[src/rtl/sru_pkg.sv]
package sru_pkg;
  localparam int NUM_FIELDS = 4;

  localparam logic [7:0] A_CTRL  = 8'h00;
  localparam logic [7:0] A_MISC  = 8'h01;
  localparam logic [7:0] A_FTW   = 8'h0A;
  localparam logic [7:0] A_PHASE = 8'h0B;
  localparam logic [7:0] A_GAIN  = 8'h0C;
  localparam logic [7:0] A_OFS   = 8'h0D;

  localparam int AUTO_BIT = 1;
  localparam int XFER_BIT = 2;
  localparam int INV_BIT  = 10;

  typedef enum logic [1:0] {F_FTW = 2'd0, F_PHASE = 2'd1, F_GAIN = 2'd2, F_OFS = 2'd3} field_e;

  // One-hot field select for a write address; zero when unmapped.
  function automatic logic [NUM_FIELDS-1:0] field_hit(input logic [7:0] addr);
    logic [NUM_FIELDS-1:0] m;
    m = '0;
    if (addr >= A_FTW && addr <= A_OFS) m[addr - A_FTW] = 1'b1;
    return m;
  endfunction
endpackage

[src/rtl/sru_ctrl_reg.sv]
module sru_ctrl_reg (
  input  logic clk,
  input  logic rst_n,
  input  logic ctrl_wr,
  input  logic misc_wr,
  input  logic auto_bit,
  input  logic xfer_bit,
  input  logic inv_bit,
  output logic auto_en,
  output logic spec_inv,
  output logic xfer_pend
);
  logic xfer_cmd;
  assign xfer_cmd = ctrl_wr & xfer_bit;

  always_ff @(posedge clk) begin
    if (!rst_n) begin
      auto_en   <= 1'b1;
      spec_inv  <= 1'b1;
      xfer_pend <= 1'b0;
    end else begin
      xfer_pend <= xfer_cmd;
      if (ctrl_wr) auto_en  <= auto_bit;
      if (misc_wr) spec_inv <= inv_bit;
    end
  end

  // the commit bit never lingers without a new command
  p_self_clear_r5: assert property (@(posedge clk) disable iff (!rst_n)
    (xfer_pend && !xfer_cmd) |=> !xfer_pend);
endmodule

[src/rtl/sru_commit.sv]
module sru_commit #(
  parameter int N = 4
) (
  input  logic         clk,
  input  logic         rst_n,
  input  logic [N-1:0] fld_wr,
  input  logic         auto_en,
  input  logic         xfer_pend,
  output logic [N-1:0] commit_mask,
  output logic         upd_pulse
);
  logic [N-1:0] fld_pend;

  always_ff @(posedge clk) begin
    if (!rst_n) begin
      fld_pend  <= '0;
      upd_pulse <= 1'b0;
    end else begin
      fld_pend  <= auto_en ? fld_wr : '0;
      upd_pulse <= |commit_mask;
    end
  end

  assign commit_mask = fld_pend | {N{xfer_pend}};

  // manual mode never queues a per-field commit
  p_manual_gate_r3: assert property (@(posedge clk) disable iff (!rst_n)
    !auto_en |=> (fld_pend == '0));
endmodule

[src/rtl/sru_field.sv]
module sru_field #(
  parameter int W = 16
) (
  input  logic         clk,
  input  logic         rst_n,
  input  logic         ld,
  input  logic [W-1:0] ld_data,
  input  logic         commit,
  output logic [W-1:0] shadow_q,
  output logic [W-1:0] active_q
);
  always_ff @(posedge clk) begin
    if (!rst_n) begin
      shadow_q <= '0;
      active_q <= '0;
    end else begin
      if (ld)     shadow_q <= ld_data;
      if (commit) active_q <= shadow_q;
    end
  end

  // a commit takes the buffer value present at that edge
  p_commit_copy_r4: assert property (@(posedge clk) disable iff (!rst_n)
    commit |=> (active_q == $past(shadow_q)));
  // without a commit the active copy holds
  p_active_hold_r3: assert property (@(posedge clk) disable iff (!rst_n)
    !commit |=> $stable(active_q));
endmodule

[src/rtl/param_commit_unit.sv]
module param_commit_unit #(
  parameter int ADDR_W = 8,
  parameter int DATA_W = 32,
  parameter int FTW_W  = 32,
  parameter int PH_W   = 16,
  parameter int GAIN_W = 16,
  parameter int OFS_W  = 16
) (
  input  logic              clk,
  input  logic              rst_n,
  input  logic              wr_en,
  input  logic [ADDR_W-1:0] wr_addr,
  input  logic [DATA_W-1:0] wr_data,
  input  logic [ADDR_W-1:0] rd_addr,
  output logic [DATA_W-1:0] rd_data,
  output logic [FTW_W-1:0]  ftw_q,
  output logic [PH_W-1:0]   phase_q,
  output logic [GAIN_W-1:0] gain_q,
  output logic [OFS_W-1:0]  offset_q,
  output logic              spec_inv,
  output logic              auto_mode,
  output logic              upd_pulse
);
  import sru_pkg::*;

  localparam int NF   = NUM_FIELDS;
  localparam int MAXW = FTW_W;

  function automatic int fw(input int i);
    case (i)
      0:       return FTW_W;
      1:       return PH_W;
      2:       return GAIN_W;
      default: return OFS_W;
    endcase
  endfunction

  logic [7:0]            wa8, ra8;
  logic [NF-1:0]         fld_wr, commit_mask;
  logic                  ctrl_wr, misc_wr, auto_en, xfer_pend;
  logic [NF-1:0][MAXW-1:0] shadow_all, active_all;

  assign wa8     = 8'(wr_addr);
  assign ra8     = 8'(rd_addr);
  assign fld_wr  = wr_en ? field_hit(wa8) : '0;
  assign ctrl_wr = wr_en && (wa8 == A_CTRL);
  assign misc_wr = wr_en && (wa8 == A_MISC);

  sru_ctrl_reg u_ctrl (
    .clk(clk), .rst_n(rst_n), .ctrl_wr(ctrl_wr), .misc_wr(misc_wr),
    .auto_bit(wr_data[AUTO_BIT]), .xfer_bit(wr_data[XFER_BIT]), .inv_bit(wr_data[INV_BIT]),
    .auto_en(auto_en), .spec_inv(spec_inv), .xfer_pend(xfer_pend)
  );

  sru_commit #(.N(NF)) u_commit (
    .clk(clk), .rst_n(rst_n), .fld_wr(fld_wr), .auto_en(auto_en),
    .xfer_pend(xfer_pend), .commit_mask(commit_mask), .upd_pulse(upd_pulse)
  );

  for (genvar g = 0; g < NF; g++) begin : g_fld
    localparam int W = fw(g);
    sru_field #(.W(W)) u_fld (
      .clk(clk), .rst_n(rst_n), .ld(fld_wr[g]), .ld_data(wr_data[W-1:0]),
      .commit(commit_mask[g]), .shadow_q(shadow_all[g][W-1:0]),
      .active_q(active_all[g][W-1:0])
    );
    if (W < MAXW) begin : g_pad
      assign shadow_all[g][MAXW-1:W] = '0;
      assign active_all[g][MAXW-1:W] = '0;
    end
  end

  assign ftw_q     = active_all[F_FTW][FTW_W-1:0];
  assign phase_q   = active_all[F_PHASE][PH_W-1:0];
  assign gain_q    = active_all[F_GAIN][GAIN_W-1:0];
  assign offset_q  = active_all[F_OFS][OFS_W-1:0];
  assign auto_mode = auto_en;

  always_comb begin
    rd_data = '0;
    case (ra8)
      A_CTRL:  rd_data[AUTO_BIT] = auto_en;
      A_MISC:  rd_data[INV_BIT]  = spec_inv;
      A_FTW:   rd_data = DATA_W'(shadow_all[F_FTW]);
      A_PHASE: rd_data = DATA_W'(shadow_all[F_PHASE]);
      A_GAIN:  rd_data = DATA_W'(shadow_all[F_GAIN]);
      A_OFS:   rd_data = DATA_W'(shadow_all[F_OFS]);
      default: rd_data = '0;
    endcase
  end

  // the command bit never reads back
  p_cmd_reads_zero_r5: assert property (@(posedge clk) disable iff (!rst_n)
    (ra8 == A_CTRL) |-> (rd_data[XFER_BIT] == 1'b0));
  // any change of an active value comes with the pulse
  p_change_has_pulse_r10: assert property (@(posedge clk) disable iff (!rst_n)
    (active_all != $past(active_all)) |-> upd_pulse);
  // a transfer command loads every active copy from its buffer
  p_xfer_all_r4: assert property (@(posedge clk) disable iff (!rst_n)
    xfer_pend |=> (active_all == $past(shadow_all)));
endmodule

[config.mk]
export PLATFORM = sky130hd
export DESIGN_NAME = param_commit_unit
export DESIGN_NICKNAME = d
export VERILOG_FILES = /design/src/rtl/sru_pkg.sv /design/src/rtl/sru_ctrl_reg.sv /design/src/rtl/sru_commit.sv /design/src/rtl/sru_field.sv /design/src/rtl/param_commit_unit.sv
export SDC_FILE = /design/constraint.sdc
export NUM_CORES = 1
export LEC_CHECK = 0
export BUFFER_PORTS_ARGS = -buffer_cell sky130_fd_sc_hd__clkbuf_2
export CORE_AREA = 5 5 119 121
export CTS_CLUSTER_DIAMETER = 80
export CTS_CLUSTER_SIZE = 28
export DETAILED_ROUTE_END_ITERATION = 10
export DIE_AREA = 0 0 124 126
export GPL_ROUTABILITY_DRIVEN = 0
export GPL_TIMING_DRIVEN = 0
export HOLD_SLACK_MARGIN = 0.03
export MAX_ROUTING_LAYER = met4
export PLACE_DENSITY = 0.87
export SLEW_MARGIN = 0
export SYNTH_ARGS = -nofsm -noshare
export SYNTH_HDL_FRONTEND = slang
export SYNTH_SLANG_ARGS = --single-unit
[constraint.sdc]
create_clock -name clk -period 2.2 [get_ports clk]
set_input_delay 0.22 -clock clk [delete_from_list [all_inputs] [get_ports clk]]
set_output_delay 0.22 -clock clk [all_outputs]
set_load 0.01 [all_outputs]
## Word level (Yosys, flattened, before mapping)

Index checks and enable logic that the tools add are counted.

- Add/sub/neg operators: 1
- Magnitude comparators: 4
- Equality and inequality tests: 6
- Mux-type cells: 9
- Bitwise operators: 2
- Reductions and logical operators: 8

Operators with widths:

| kind | number |
|---|---|
| $pmux 21 s4 | 1 |
| $eq 8x4->1 const B | 4 |
| $pmux 8 s4 | 1 |
| $eq 8x1->1 const B | 2 |
| $logic_not 8->1 | 2 |
| $pmux 1 s5 | 2 |
| $ge 8x1->1 const B | 1 |
| $ge 8x4->1 const B | 1 |
| $le 8x4->1 const B | 1 |
| $lt 8x3->1 const B | 1 |
| $mux 4 | 2 |
| $sub 8x4->8 const B | 1 |
| $logic_and 1x1->1 | 4 |
| $or 4x4->4 | 1 |
| $pmux 1 s4 | 1 |
| $reduce_or 4->1 | 1 |
| $demux 1 s2 | 1 |
| $reduce_and 2->1 | 1 |
| $and 1x1->1 | 1 |
| $mux 1 | 1 |

- Register bits after elaboration: 168
- Bits of input ports: 51

## Depth between registers and ports, before layout

Gate-level depths: netlist of run 1.

- Depth in word-level cells: 7
- Depth in mapped cells: 7
- Depth with buffers taken out: 6

## Cells and area by module

From an unflattened synthesis of run 1, not the netlist that was laid out.

- Cell total of the unflattened synthesis: 643
- Area total of the unflattened synthesis: 7,298.2 um2

By module, submodules not included:

| module | times used | cells each | area each (um2) | sequential area each (um2) |
|---|---|---|---|---|
| sru_field at g_fld[1].u_fld ... | 3 | 103 | 1,234.9 | 640.6 |
| sru_field at g_fld[0].u_fld | 1 | 207 | 2,492.4 | 1,281.2 |
| param_commit_unit | 1 | 105 | 842.1 | 0.0 |
| sru_commit | 1 | 14 | 163.9 | 100.1 |
| sru_ctrl_reg | 1 | 8 | 95.1 | 60.1 |

## Worst setup path before layout of run 1

No wires, ideal clock.

- Path type: input to output
- Start point: in rd_addr[7]
- End point: out rd_data[14]
- Arrival time: 1.595 ns
- Slack: 0.385 ns
- Stages: 6
- Buffers on the path: 2
- Path through: or4_1 -> clkbuf_1 -> nor4_2 -> buf_2 -> a22oi_1 -> o21ai_0

- Cells in the longest elaborated chain, start to end: 2

Ends and longest elaborated chain:

| item | line | RTL |
|---|---|---|
| start, declared | param_commit_unit.sv:14 | `input logic [ADDR_W-1:0] rd_addr,` |
| $eq 8x4->1 | param_commit_unit.sv:81 | `case (ra8)` |
| $pmux 21 s4 (*) | param_commit_unit.sv:81 |  |
| end, declared | param_commit_unit.sv:15 | `output logic [DATA_W-1:0] rd_data,` |

Mark *: on every way between the ends. The rest lies on a longest branch, timed or not.

## Final worst setup path of run 1

- Start point: reg u_ctrl.auto_en
- End point: out rd_data[1]

- Cells in the longest elaborated chain, start to end: 1

Ends and longest elaborated chain:

| item | line | RTL |
|---|---|---|
| start, declared | sru_ctrl_reg.sv:9 | `output logic auto_en,` |
| start signal, assigned | sru_ctrl_reg.sv:23 | `if (ctrl_wr) auto_en <= auto_bit;` |
| $pmux 1 s5 | param_commit_unit.sv:81 |  |

Every way passes these cells.

==> results of run 1 <==
flip-flops by register name, summed over array words and instances (netlist names):
signal                cells
g_fld.u_fld.shadow_q     80
u_ctrl.spec_inv           1
u_commit.upd_pulse        1
u_ctrl.auto_en            1
g_fld.u_fld.active_q     80
u_ctrl.xfer_pend          1
u_commit.fld_pend         4
cell type report:
class	instances	area [um^2]	area share, %
Inverter	4	15.0	0.176
Clock inverter	11	114	1.34
Tap cell	176	220	2.58
Sequential cell	168	3360	39.5
Multi-Input combinational cell	559	3110	36.5
Buffer	55	267	3.13
Clock buffer	21	470	5.52
Timing Repair Buffer	177	958	11.2
per-layer routing:
metal	wire, um	share of wire [%]
met3	1800	8.9
met5	0	0
met2	9460	47
met1	8120	40
met4	860	4.2
per-stage QoR:
stage | std cells | total power (W)
final | 1171 | 0.00623
after global routing | 1171 | 0.00638
after CTS | 1171 | 0.00623
after detailed placement | 1125 | 0.00333
after global placement | 1125 | 0.00333
after floorplan | 787 | 0.00323
Yosys cell counts, drive strengths merged, types with 2 or more instances:
library cell  count  area share (%)
a21oi            83             6.2
a222oi            6            0.90
a22oi            16             1.8
and2             16             1.5
buf              10             1.2
clkbuf           46             2.6
dfxtp           168              50
ha                2            0.37
inv               4            0.22
mux2i            67              10
nand2           269              15
nand3            16             1.2
nand3b            2            0.22
nor2             11            0.62
nor2b             5            0.47
nor3              4            0.80
nor3b             2            0.22
nor4              3            0.60
o21ai            30             2.2
or2               5            0.47
or3b              2            0.26
or4               3            0.34
worst max-delay path: stages (launching register included):
cell and delay (ps):
dfxtp_2 340, or4b_2 600, a21oi_2 150, a221oi_1 70
nor2_1 230, buf_2 180
cells in the final DEF (no fill, tap or decap), types with 2 or more instances in the layout:
| cell | count |
|---|---|
| clkbuf_2 | 166 |
| clkbuf_8 | 3 |
| dlygate4sd3_1 | 14 |
| a222oi_1 | 6 |
| and2_1 | 16 |
| nand2_1 | 269 |
| a21oi_1 | 82 |
| nor2_1 | 11 |
| nor3_4 | 3 |
| buf_1 | 2 |
| clkinv_4 | 4 |
| nor2b_1 | 4 |
| o21ai_1 | 7 |
| nor4_4 | 2 |
| ha_1 | 2 |
| o21ai_0 | 23 |
| buf_6 | 5 |
| nand3_1 | 16 |
| clkinvlp_4 | 3 |
| buf_2 | 2 |
| clkbuf_1 | 41 |
| inv_1 | 3 |
| inv_6 | 3 |
| dfxtp_1 | 167 |
| mux2i_1 | 67 |
| or3b_2 | 2 |
| a22oi_1 | 16 |
| clkbuf_16 | 17 |
| nand3b_1 | 2 |
| or2_2 | 5 |
| or4_1 | 2 |
what timing repair did:
item | 4_1_cts | 5_1_grt
gates resized for setup | 11 | 8
endpoints found under the setup margin | 31 | 12
pin swaps | 2 | 3
endpoints found under the hold margin | 14 | 0
buffers inserted | 1 | 0
hold buffers | 14 | 0
path summary, 6_finish.rpt:
path	from	endpoint	slack [ps]	cells after the start
setup / recovery	u_ctrl.auto_en$_SDFFE_PN1P_	rd_data[1]	-2	5
hold / removal	wr_data[20]	g_fld[0].u_fld.shadow_q[20]$_SDFFE_PN0P_	30	3
setup reg to reg	u_ctrl.xfer_pend$_SDFF_PN0_	g_fld[3].u_fld.active_q[13]$_SDFFE_PN0P_	460	5
hold reg to reg	g_fld[1].u_fld.active_q[3]$_SDFFE_PN0P_	g_fld[1].u_fld.active_q[3]$_SDFFE_PN0P_	450	2
kinds of logic (layout without fill, tap and decap cells):
kind of cell / after synthesis / count (layout) / share of synthesized area (%)
AO/OA/AOI/OAI: 143 / 143 / 12.6
XOR/XNOR: 1 / 1 / 0.131
adder cells (fa/ha/maj): 2 / 2 / 0.373
buffers and inverters: 60 / 268 / 4.03
flip-flops: 168 / 168 / 50.1
multiplexers: 67 / 67 / 10.0
AND/OR/NAND/NOR: 346 / 346 / 22.7
power by group through the flow:
stage / Sequential, W / Combinational (W) / Clock [W]
floorplan: 0.00311 / 0.000117 / 0
global placement: 0.00311 / 0.000219 / 0
detailed placement: 0.00311 / 0.000222 / 0
CTS: 0.00304 / 0.000247 / 0.00294
global route: 0.00304 / 0.000274 / 0.00307
finish: 0.00304 / 0.000256 / 0.00293
==> results.yml, run 1 <==
worst_setup_path:
  critPathCaptureType: "primary output"
  cp-start-kind: "flop"
  critPathKind: "reg2out"
  arrival_ps: 1980
  required_ps: 1980
  path_max_fanout: 2
global_routing:
  grt_max_degree: 17
  grt_pass1_wl_mm: 31.6
  grt-ovfl-total: 0
  use_met3_pct: 6.55
  grt.total_usage_pct: 26.6
  gr-usage-met2_pct: 40.8
  busiest_layer: "met2"
  antenna_found_initial: 0
  grtUsageMet1_pct: 33.0
  grt_pass1_vias: 6101
pwr:
  combinationalPowerShare_pct: 4.1
  ir_worst_vdd_v: 0.000503
  p_switching_w: 0.00143
  seqPwrFrac_pct: 48.8
  netSwitchingFraction_pct: 23.0
  p_leak_nw: 3.23
  p_per_area_mw_per_mm2: 731
  clkPwrFrac_pct: 47.1
  p_int_w: 0.00479
cts:
  path_clk_slew_ps: 70
  cts_buffers: 17
  clk_latency_ps: 430
  cts_root_buf: "clkbuf_16"
  clock_path_buffers: 2
  clock-sinks: 168
  htreeDepth: 4
  cts_tree: "done"
timing:
  maxSlewViolCount: 0
  tns_ps: -2.21
  fin_ws_ps: -2.21
  fin_crit_sh_pct: 100
  slew_headroom_pct: 52.5
  max_freq_ghz: 0.454
  period_needed_ps: 2200
  setup_viol: 1
  timing.hold.ws_ps: 28.9
  finClkSkew_ps: 7.82
  rsz0062_at_grt: "yes"
  worst_slew_pin_slew_ps: 712
  hold_violations: 0
final_layout:
  final_nets: 1035
  drive_above_1_share_pct: 23.2
  area_delta_synth_final_pct: 27.0
  final_core_util_pct: 65.6
  fillCellCount: 1075
  stdcell_area_mm2: 0.00852
  antenna_cells: 0
run:
  maxCapViolCount: 0
logic_synthesis:
  synth_area_per_cell_um2: 8.52
  yosysSeqAreaShare_pct: 50.1
  synth.distinct_cells: 47
  synthCells: 787
  netlist_area_mm2: 0.00671
  synth_seq_cells: 168
  synth_edf_count: 0
  syn-num-nets: 840
  async_reset_ff_share_pct: 0
  synth_ff_type: "dfxtp_1"
  yosys_warnings: 0
drt:
  wl_per_cell_um: 17.3
  avgViaCountPerCell: 5.48
  first_iter_violations: 686
  drc_errors: 0
  drt_first_pass_iters: 6
  ant_nets: 0
  dr_total_vias: 6417
  routed_wl_mm: 20.2
floorplanning:
  coreArea_mm2: 0.0130
  rows: 42
  die_area_mm2: 0.0156
  dieHeight_um: 126
  start_util_pct: 51.7
  die_w_um: 124
  ios: 166
place:
  port-buffer-count: 162
  place_hpwl_mm: 14.7
  placed_cell_area_mm2: 0.00774
  pre_cts_slack_ps: -264
outcome:
  status: "finished, violations left"
  violations: "setup timing"
worst_hold_path:
  hold_class: "in2reg"
Note: power is estimated with default switching activity, not from simulation.
==> run 2, diff against run 1 <==
CORE_AREA = 5 5 125 127   (was 5 5 119 121)
DIE_AREA = 0 0 130 132   (was 0 0 124 126)
PLACE_DENSITY = 0.84   (was 0.87)
clock period = 1.9 ns   (was 2.2 ns; I/O delays follow)
==> results.yml, run 2 (synthesis gave the netlist of run 1 again) <==
floorplanning:
  rows: 44
  die_area_mm2: 0.0172
  dieHeight_um: 132
  start_util_pct: 46.9
  coreArea_mm2: 0.0143
  ios: 166
  die_w_um: 130
global_routing:
  antenna_found_initial: 1
  grt-ovfl-total: 0
  grt_pass1_vias: 6427
  use_met3_pct: 7.21
  grt_pass1_wl_mm: 32.9
  grtUsageMet1_pct: 29.1
  grt_max_degree: 17
  grt.total_usage_pct: 25.0
  busiest_layer: "met2"
  gr-usage-met2_pct: 39.2
timing:
  maxSlewViolCount: 0
  tns_ps: -252
  worst_slew_pin_slew_ps: 652
  setup_viol: 17
  fin_crit_sh_pct: 103
  max_freq_ghz: 0.510
  period_needed_ps: 1960
  slew_headroom_pct: 56.5
  rsz0062_at_grt: "yes"
  fin_ws_ps: -61.4
  hold_violations: 0
  finClkSkew_ps: 10.5
worst_hold_path:
  hold_start: "wr_data[10]"
  hold_class: "in2reg"
outcome:
  status: "finished, violations left"
  violations: "setup timing"
final_layout:
  top_regs: "g_fld.u_fld.active_q x80, g_fld.u_fld.shadow_q x80, u_commit.fld_pend x4"
  final_nets: 1045
  final_common_cell: "nand2_1"
  area_delta_synth_final_pct: 30.2
  drive_above_1_share_pct: 26.0
  layout_common_cells: "nand2_1 (267), dfxtp_1 (166), clkbuf_2 (148)"
  stdcell_area_mm2: 0.00873
worst_setup_path:
  critPathCaptureType: "primary output"
  crit_path_start: "rd_addr[6]"
  required_ps: 1710
  r2r-start: "u_ctrl.xfer_pend$_SDFF_PN0_"
  critPathKind: "in2out"
  cp-start-kind: "input pin"
  path_max_fanout: 5
  arrival_ps: 1770
place:
  placed_cell_area_mm2: 0.00775
  place_hpwl_mm: 15.2
  port-buffer-count: 162
cts:
  htreeDepth: 4
  clk_latency_ps: 430
  clock_path_buffers: 2
  cts_buffers: 17
  clock-sinks: 168
  cts_tree: "done"
  cts_root_buf: "clkbuf_16"
  path_clk_slew_ps: 60
drt:
  avgViaCountPerCell: 5.45
  wl_per_cell_um: 17.8
  dr_total_vias: 6475
  drt_first_pass_iters: 5
  routed_wl_mm: 21.1
  first_iter_violations: 666
  drc_errors: 0
  ant_nets: 0
pwr:
  p_leak_nw: 3.31
  p_per_area_mw_per_mm2: 819
  total_power_w: 0.00715
  ir_worst_vdd_v: 0.000468
run:
  maxCapViolCount: 0
run 2: changes by cell type in the layout (fill, tap and decap cells not counted), moves of 5 or more:
cell	change
clkbuf_2	-18
buf_2	+11
o21ai_2	+10
buf_4	+7
o21ai_0	-6
buf_6	+5
run 2: timing repair:
action | 4_1_cts | 5_1_grt
pin swaps | 4 | 1
gates resized for setup | 39 | 37
setup endpoints to repair | 32 | 31
hold buffers | 17 | 0
endpoints found under the hold margin | 17 | 0
gates cloned | 2 | 0
setup buffers | 8 | 0
run 2: path summary, 6_finish.rpt:
path | endpoint | slack [ps] | cells after the start
setup / recovery | rd_data[8] | -60 | 8
hold / removal | u_ctrl.spec_inv$_SDFFE_PN1P_ | 50 | 3
setup reg to reg | g_fld[3].u_fld.active_q[10]$_SDFFE_PN0P_ | 250 | 5
hold reg to reg | g_fld[2].u_fld.active_q[7]$_SDFFE_PN0P_ | 450 | 2
run 2: layer usage:
metal,share of wire (%),wire length [um],vias up
met1,39,8220,2987
met3,9.2,1940,77
li1,-,-,3074
met2,48,10100,337
met5,0,0,-
met4,4.3,916,0
run 2: power breakdown:
part / leakage (nW) / internal [W] / switching [W] / total, W
sequential: 1.35 / 0.00352 / 0.000000218 / 0.00352
clock: 0.262 / 0.00189 / 0.00142 / 0.00332
combinational: 1.70 / 0.000111 / 0.000203 / 0.000313
run 2: cell type report:
type / count / area, um^2
well taps: 184 / 230
clock buffers: 20 / 467
multi-input cells: 560 / 3210
diodes: 1 / 2.50
flip-flops and latches: 168 / 3370
fillers: 1229 / 5580
plain buffers: 54 / 278
inverters: 4 / 15.0
repair buffers: 187 / 1070
clock inverters: 11 / 98.8
run 2: critical path, cell delays in order:
cell and delay, ps:
clkbuf_2 100, or4_4 570, nor4_4 200, buf_4 190, buf_6 130, a22oi_1 70
o21ai_1 130, buf_2 170
run 2: through the flow:
step	std cells	hold WS [ps]	worst slack (ps)	util [%]
5_1_grt	1189	51.3	-102	61.0
3_5_place_dp	1133	425	-508	54.1
6_report	1189	48.3	-61.4	61.0
4_1_cts	1189	32.0	-20.9	60.5
2_1_floorplan	787	315	143	-
3_3_place_gp	1133	418	-499	54.1
